**config.mk**
```make
export PLATFORM = sky130hd
export DESIGN_NAME = swprot_cmd_detect
export DESIGN_NICKNAME = d
export VERILOG_FILES = /design/src/rtl/swp_pkg.sv /design/src/rtl/swp_seq_tracker.sv /design/src/rtl/swp_prot_flag.sv /design/src/rtl/swp_commit_gate.sv /design/src/rtl/swprot_cmd_detect.sv
export SDC_FILE = /design/constraint.sdc
export NUM_CORES = 1
export LEC_CHECK = 0
export BUFFER_PORTS_ARGS = -buffer_cell sky130_fd_sc_hd__buf_4
export CAP_MARGIN = 25
export CORE_MARGIN = 1.5
export CORE_UTILIZATION = 49
export DETAILED_ROUTE_END_ITERATION = 12
export GPL_ROUTABILITY_DRIVEN = 1
export PLACE_DENSITY = 0.83
export SYNTH_ARGS = -nofsm -noshare
export SYNTH_HDL_FRONTEND = slang
export SYNTH_SLANG_ARGS = --single-unit
```
**constraint.sdc**
```tcl
create_clock -name clk -period 3.64 [get_ports clk]
set_input_delay 0.182 -clock clk [delete_from_list [all_inputs] [get_ports clk]]
set_output_delay 0.182 -clock clk [all_outputs]
set_load 0.01 [all_outputs]
```
**src/rtl/swp_pkg.sv**
```systemverilog
package swp_pkg;
  localparam int ADDR_W   = 17;
  localparam int DATA_W   = 8;
  localparam int NSTEP    = 6;   // length of the disable command
  localparam int ENA_STEP = 2;   // step at which the enable command may finish
  localparam int STEP_W   = $clog2(NSTEP + 1);

  typedef logic [ADDR_W-1:0] addr_t;
  typedef logic [DATA_W-1:0] data_t;

  typedef enum logic [1:0] {
    TRK_MATCH    = 2'd0,
    TRK_BROKEN   = 2'd1,
    TRK_ENABLED  = 2'd2,
    TRK_DISABLED = 2'd3
  } trk_e;

  // Address expected at a given step of the long command.
  function automatic addr_t seq_addr(input int idx, input addr_t ax, input addr_t ay);
    return (idx == 1 || idx == 4) ? ay : ax;
  endfunction

  // Data expected at a given step of the long command.
  function automatic data_t seq_data(input int idx, input data_t k1, input data_t k2,
                                     input data_t d1, input data_t d2);
    case (idx)
      0, 3:    return k1;
      1, 4:    return k2;
      2:       return d1;
      default: return d2;
    endcase
  endfunction

  // Verdict for a closed load.
  function automatic logic commit_allowed(input logic prot, input logic ena, input logic dis);
    return !prot || ena || dis;
  endfunction

  // Next value of the persistent flag at a load close.
  function automatic logic prot_next(input logic prot, input logic ena, input logic dis);
    if (ena) return 1'b1;
    if (dis) return 1'b0;
    return prot;
  endfunction
endpackage

```
**src/rtl/swp_seq_tracker.sv**
```systemverilog
module swp_seq_tracker
  import swp_pkg::*;
#(
  parameter addr_t ADDR_X  = 17'h15555,
  parameter addr_t ADDR_Y  = 17'h0AAAA,
  parameter data_t KEY_1   = 8'hAA,
  parameter data_t KEY_2   = 8'h55,
  parameter data_t ENA_KEY = 8'hA0,
  parameter data_t DIS_K1  = 8'h80,
  parameter data_t DIS_K2  = 8'h20
) (
  input  logic  clk,
  input  logic  rst_n,
  input  logic  wr_stb,
  input  addr_t wr_addr,
  input  data_t wr_data,
  input  logic  load_end,
  output logic  step_hit,
  output logic  seq_enabled,
  output logic  seq_disabled,
  output logic  cmd_drop
);
  logic [NSTEP-1:0]  step_match;
  logic [STEP_W-1:0] step_q;
  trk_e              st_q;
  logic              ena_hit;
  logic              sel_match;

  // One comparator per step of the long command.
  for (genvar gi = 0; gi < NSTEP; gi++) begin : g_step
    assign step_match[gi] = (wr_addr == seq_addr(gi, ADDR_X, ADDR_Y)) &&
                            (wr_data == seq_data(gi, KEY_1, KEY_2, DIS_K1, DIS_K2));
  end

  always_comb begin
    sel_match = 1'b0;
    for (int i = 0; i < NSTEP; i++)
      if (step_q == STEP_W'(i)) sel_match = step_match[i];
  end

  assign ena_hit  = (st_q == TRK_MATCH) && (step_q == STEP_W'(ENA_STEP)) &&
                    (wr_addr == ADDR_X) && (wr_data == ENA_KEY);
  assign step_hit = wr_stb && (st_q == TRK_MATCH) && (sel_match || ena_hit);

  always_ff @(posedge clk or negedge rst_n) begin
    if (!rst_n) begin
      st_q     <= TRK_MATCH;
      step_q   <= '0;
      cmd_drop <= 1'b0;
    end else begin
      cmd_drop <= step_hit;
      if (load_end) begin
        st_q   <= TRK_MATCH;
        step_q <= '0;
      end else if (wr_stb && st_q == TRK_MATCH) begin
        if (ena_hit)
          st_q <= TRK_ENABLED;
        else if (sel_match) begin
          if (step_q == STEP_W'(NSTEP - 1)) st_q <= TRK_DISABLED;
          else                              step_q <= step_q + 1'b1;
        end else
          st_q <= TRK_BROKEN;
      end
    end
  end

  assign seq_enabled  = (st_q == TRK_ENABLED);
  assign seq_disabled = (st_q == TRK_DISABLED);
endmodule

```
**src/rtl/swp_prot_flag.sv**
```systemverilog
module swp_prot_flag
  import swp_pkg::*;
(
  input  logic clk,
  input  logic factory_rst_n,
  input  logic load_end,
  input  logic seq_enabled,
  input  logic seq_disabled,
  output logic prot_on
);
  always_ff @(posedge clk or negedge factory_rst_n) begin
    if (!factory_rst_n)
      prot_on <= 1'b0;
    else if (load_end)
      prot_on <= prot_next(prot_on, seq_enabled, seq_disabled);
  end
endmodule

```
**src/rtl/swp_commit_gate.sv**
```systemverilog
module swp_commit_gate
  import swp_pkg::*;
(
  input  logic clk,
  input  logic rst_n,
  input  logic load_end,
  input  logic prot_on,
  input  logic seq_enabled,
  input  logic seq_disabled,
  output logic commit_vld,
  output logic commit_ok
);
  always_ff @(posedge clk or negedge rst_n) begin
    if (!rst_n) begin
      commit_vld <= 1'b0;
      commit_ok  <= 1'b0;
    end else begin
      commit_vld <= load_end;
      if (load_end)
        commit_ok <= commit_allowed(prot_on, seq_enabled, seq_disabled);
    end
  end
endmodule

```
**src/rtl/swprot_cmd_detect.sv**
```systemverilog
module swprot_cmd_detect
  import swp_pkg::*;
#(
  parameter addr_t ADDR_X  = 17'h15555,
  parameter addr_t ADDR_Y  = 17'h0AAAA,
  parameter data_t KEY_1   = 8'hAA,
  parameter data_t KEY_2   = 8'h55,
  parameter data_t ENA_KEY = 8'hA0,
  parameter data_t DIS_K1  = 8'h80,
  parameter data_t DIS_K2  = 8'h20
) (
  input  logic              clk,
  input  logic              rst_n,
  input  logic              factory_rst_n,
  input  logic              wr_stb,
  input  logic [ADDR_W-1:0] wr_addr,
  input  logic [DATA_W-1:0] wr_data,
  input  logic              load_end,
  output logic              cmd_drop,
  output logic              commit_vld,
  output logic              commit_ok,
  output logic              prot_on
);
  // Named internal events, visible to the bound checker.
  logic ev_hit;
  logic ev_enable;
  logic ev_disable;

  swp_seq_tracker #(
    .ADDR_X(ADDR_X), .ADDR_Y(ADDR_Y), .KEY_1(KEY_1), .KEY_2(KEY_2),
    .ENA_KEY(ENA_KEY), .DIS_K1(DIS_K1), .DIS_K2(DIS_K2)
  ) u_trk (
    .clk(clk), .rst_n(rst_n), .wr_stb(wr_stb), .wr_addr(wr_addr),
    .wr_data(wr_data), .load_end(load_end), .step_hit(ev_hit),
    .seq_enabled(ev_enable), .seq_disabled(ev_disable), .cmd_drop(cmd_drop)
  );

  swp_prot_flag u_flag (
    .clk(clk), .factory_rst_n(factory_rst_n), .load_end(load_end),
    .seq_enabled(ev_enable), .seq_disabled(ev_disable), .prot_on(prot_on)
  );

  swp_commit_gate u_gate (
    .clk(clk), .rst_n(rst_n), .load_end(load_end), .prot_on(prot_on),
    .seq_enabled(ev_enable), .seq_disabled(ev_disable),
    .commit_vld(commit_vld), .commit_ok(commit_ok)
  );
endmodule

```
Word-level counts from Yosys, hierarchy flattened
Index checks and enable logic that the tools add are counted.
{ "word_totals": {"memories": 0, "latch_bits": 0, "mem_bits_rw": 0, "input_bits": 30, "ff_bits": 9, "out_inout_bits": 4, "romBits": 0} }
{ "classes": {"muxes": 25, "shifts": 0, "reduce_logical": 21, "n_mul": 0, "add_sub_neg": 1, "bitwise": 0, "eq_ne": 17, "magnitude_cmp": 0, "div_mod_pow": 0} }
{ "op_table": {"columns": ["cell", "n"], "rows": [
  ["$eq A8 B8 Y1 const B", 3],
  ["$eq A17 B16 Y1 const B", 1],
  ["$eq A17 B17 Y1 const B", 1],
  ["$mux W1", 15],
  ["$mux W3", 5],
  ["$mux W2", 5],
  ["$logic_and A1 B1 Y1", 9],
  ["$eq A8 B6 Y1 const B", 1],
  ["$eq A8 B7 Y1 const B", 1],
  ["$eq A3 B2 Y1 const B", 2],
  ["$eq A3 B3 Y1 const B", 2],
  ["$reduce_bool A2 Y1", 3],
  ["$eq A2 B2 Y1 const B", 2],
  ["$ne A2 B2 Y1 const B", 2],
  ["$ne A4 B3 Y1 const B", 1],
  ["$reduce_and A2 Y1", 2],
  ["$reduce_and A4 Y1", 1],
  ["$add A3 B1 Y3 const B", 1],
  ["$eq A3 B1 Y1 const B", 1],
  ["$logic_not A3 Y1", 1],
  ["$logic_or A1 B1 Y1", 3],
  ["$logic_not A2 Y1", 1],
  ["$logic_not A1 Y1", 1]
]} }

Depth between registers and ports, before layout
{ "logic_depth": {"word_depth": 12, "mapped_depth": 9} }

Hierarchy
Synthesis repeated with hierarchy kept, for this count alone.
{ "unflattened": {"cells_unflattened": 84, "area_unflattened_um2": 803.3} }
{ "modules_own_cells": {"columns": ["module", "area_each_um2", "n_inst", "cells_per_inst"], "rows": [
  ["swp_seq_tracker", 690.7, 1, 76],
  ["swp_commit_gate", 75.1, 1, 5],
  ["swp_prot_flag", 37.5, 1, 3]
]} }

Worst setup path before layout
OpenSTA, ideal clock, no wires.
{ "synth_timing": {"kind": "reg2reg", "startpoint": "register u_trk.step_q[0]", "endpoint": "register u_trk.step_q[2]", "setup_ns": 0.069, "t_arrival_ns": 2.138, "required_ns": 3.571, "path_stages_with_launch": 9, "slack_ns": 1.432, "n_path_buf": 0, "path_cell_list": "dfrtp_1 > inv_1 > ha_1 > nor4b_4 > o211ai_1 > a2111o_1 > a211o_1 > mux2_4 > nor2_2"} }
{ "synth_via": {"elab_chain_cells": 9} }
{ "synth_rtl": {"columns": ["item", "line", "rtl"], "rows": [
  ["from (decl)", "swp_seq_tracker.sv:24", "logic [STEP_W-1:0] step_q;"],
  ["from (signal assigned)", "swp_seq_tracker.sv:60", "else step_q <= step_q + 1'b1;"],
  ["$logic_not A3 Y1", "swp_seq_tracker.sv:38", "if (step_q == STEP_W'(i)) sel_match = step_match[i];"],
  ["$mux W1 (6 in a row)", "swp_seq_tracker.sv:38", null],
  ["$reduce_bool A2 Y1 (no line)", null, null],
  ["$reduce_and A4 Y1 (no line)", null, null]
]} }
Several ways; a longest one is shown, not always the timed one. The select of a mux whose other input is x is not followed.
A chain may end at the register's enable or synchronous reset.

Worst setup path in the final report
{ "layout_timing": {"startpoint": "register u_trk.step_q[2]", "endpoint": "register u_trk.step_q[2]"} }
The elaborated chain is that of the path after synthesis.

==> results.cfg <==
[power_and_ir_drop]
power.internal_uw = 173
leakage_uw = 0.000475
swShare_pct = 23.1
seqPwrFrac_pct = 45.7
power_density_nw_per_um2 = 212
combinationalPowerShare_pct = 21.2
clock_power_share_pct = 33.1
irDropWorstVdd_uv = 244
switching_power_uw = 52.1

[sta]
fin_skew_ns = 0.00745
slew_violations = 0
fin_crit_sh_pct = 65.3
setup-tns-final_ns = 0
slew-limit-headroom_pct = 68.9
rsz0062_at_grt = no
setup_violations = 0
worstMarginPinSlew_ns = 0.462
timing.final.hold_violations = 0
max_freq_ghz = 0.420
fin_crit_ns = 2.38

[clocking]
post_cts_resized = 0
cts_sinks = 9
clk_latency_ns = 0.26
cts_made_buffers = 3
cts_tree = built
root_buffer = clkbuf_4
cts_buffer_depth = 2
cts-hold-fix-buffers = 2
cts_setup_buffers = 0
h-tree-depth = 1
path_clk_slew_ns = 0.06

[worst_hold_path]
min_path_cells = 2
min_from = wr_stb
hold_path_class = input pin to flop

[routing]
via_per_inst = 5.69
vias = 791
routedWlPerCell_um = 13.0
ant_nets = 0
drc_errors = 0
drt-initial-drc-count = 12
wl_um = 1810
dr.pass1.iters = 4

[floorplanning]
io_pins = 34
die_width_um = 42.5
core_um2 = 1490
rows = 14
die-area_um2 = 1800
initial_utilization_pct = 51.3
die_y_um = 42.5

[global_route]
grt_overflow = 0
busiest_layer = met2
use_met2_pct = 40.3
grtUsageTotal_pct = 22.6
grt_start_max_net_pins = 11
grt_pass1_vias = 776
met3_usage_pct = 7.33
gr-usage-met1_pct = 27.4
grt_pass1_wl_um = 3170
antenna_found_initial = 0

[synth]
syn_area_um2 = 763
synth_seq_cells = 9
avgSynthCellArea_um2 = 8.87
synth_cell_types = 33
synthFlopType = dfrtp_1
synth_top_area_share_pct = 29.5
async_flop_share_pct = 100
syn_inst = 86
synth-edff-count = 0
seq_area_frac_synth_pct = 29.5
synth_nets = 121
ys_top_cells_by_area = dfrtp_1 (30%), ha_1 (8.2%), nor4bb_1 (7.9%)
synth_commonest_cells = dfrtp_1 (9), nor2_1 (9), nand2_1 (8)
synth_top_area_cell = dfrtp_1
yosys_warnings = 0

[final_layout]
nFillCells = 125
post-route-util_pct = 71.3
syn2layout_area_growth_pct = 39.2
antenna_cells = 0
drive_gt1_share_pct = 32.5
nets = 159
fin_cells = 139

[critical_path]
cp-end-kind = flop
crit_arrival_ns = 2.57
path_cells = inv_1 -> ha_1 -> nor4b_1 -> a21oi_1 -> or3_1 -> a211o_1 -> mux2_4 -> nor2_2
r2r_start = u_trk.step_q[2]$_DFFE_PN0P_
cpMaxStageDelayCell = dfrtp_1
cp_max_fo = 10
startpoint = u_trk.step_q[2]$_DFFE_PN0P_
start_kind = flop
cp.required_ns = 3.83
cp_top_family = simple AND/OR/NAND/NOR gates
r2r_cells = 8
critical_path.max_stage_delay_ns = 0.55
path_depth = 8
critical_path_class = flop to flop
path_buf_inv = 1

[placed_design]
dp_hpwl_um = 1480
place_congestion = 0.892
portBuffers = 33
dpl.cell_count = 133

[status]
status = completed

[flow_run]
max_cap_viol_count = 0
power groups by stage:
| stage | registers [uW] | logic, uW | clock network (uW) |
|---|---|---|---|
| floorplan | 105 | 12.3 | 0 |
| global placement | 105 | 45.0 | 0 |
| detailed placement | 105 | 45.6 | 0 |
| CTS | 103 | 47.6 | 75.3 |
| global route | 103 | 52.3 | 84.0 |
| finish | 103 | 47.8 | 74.5 |
worst reg2reg max path, stage by stage (launching register included):
cell	delay, ns
dfrtp_1	0.55
inv_1	0.11
ha_1	0.25
nor4b_1	0.26
a21oi_1	0.09
or3_1	0.36
a211o_1	0.32
mux2_4	0.32
nor2_2	0.07
area by class of cell:
class | count | area (um^2) | share of cell area, %
Sequential cell | 9 | 225 | 21.2
Timing Repair Buffer | 35 | 268 | 25.2
Inverter | 4 | 15.0 | 1.41
Tap cell | 16 | 20.0 | 1.88
Multi-Input combinational cell | 71 | 508 | 47.8
Clock buffer | 4 | 26.3 | 2.47
registers in the layout (all words and copies together) (netlist names):
| name | flops |
|---|---|
| u_trk.step_q | 3 |
| u_trk.st_q | 2 |
| u_flag.prot_on | 1 |
| u_gate.commit_ok | 1 |
| u_gate.commit_vld | 1 |
| u_trk.cmd_drop | 1 |
layout by cell type (no fill, tap or decap), types with 2 or more instances in the layout:
cell,n
buf_4,33
o21ai_0,3
a21oi_1,5
and4b_1,2
and3_1,2
clkbuf_4,3
inv_1,4
nor4_1,2
a31oi_1,3
ha_1,5
nand2_1,8
a211o_1,2
nor3_1,2
nor2_1,9
nor4bb_1,6
dlygate4sd3_1,2
nand3_1,6
dfrtp_1,9
path summary, 6_finish.rpt:
kind,endpoint,slack [ns]
max,u_trk.step_q[2]$_DFFE_PN0P_,1.26
min,u_trk.st_q[1]$_DFFE_PN0P_,0.11
max reg2reg,u_trk.step_q[2]$_DFFE_PN0P_,1.26
min reg2reg,u_gate.commit_ok$_DFFE_PN0P_,0.48
max in group asynchronous,u_trk.step_q[1]$_DFFE_PN0P_,3.23
min in group asynchronous,u_flag.prot_on$_DFFE_PN0P_,0.26
per-stage QoR:
stage	worst slack (ns)	hold slack, ns	instance area (um^2)	total power, uW
after floorplan	1.43	-0.114	763	117
after global routing	1.10	0.101	1060	239
after global placement	1.33	-0.0432	1020	150
after detailed placement	1.28	-0.0410	1020	150
final	1.26	0.112	1060	225
after CTS	1.27	0.110	1060	226
layer usage:
| metal | vias to the layer above | wire, um |
|---|---|---|
| met1 | 365 | 784 |
| met5 | - | 0 |
| met2 | 22 | 949 |
| li1 | 404 | - |
| met3 | 0 | 76 |
| met4 | 0 | 0 |
kinds of logic after synthesis:
| group | share of synthesized area (%) |
|---|---|
| simple gates | 39.3 |
| compound gates | 14.6 |
| mux | 3.28 |
| buf+inv | 3.93 |
| xor+xnor | 1.15 |
| flops | 29.5 |
| fa+ha+maj | 8.20 |
Note: power is estimated with default switching activity, not from simulation.
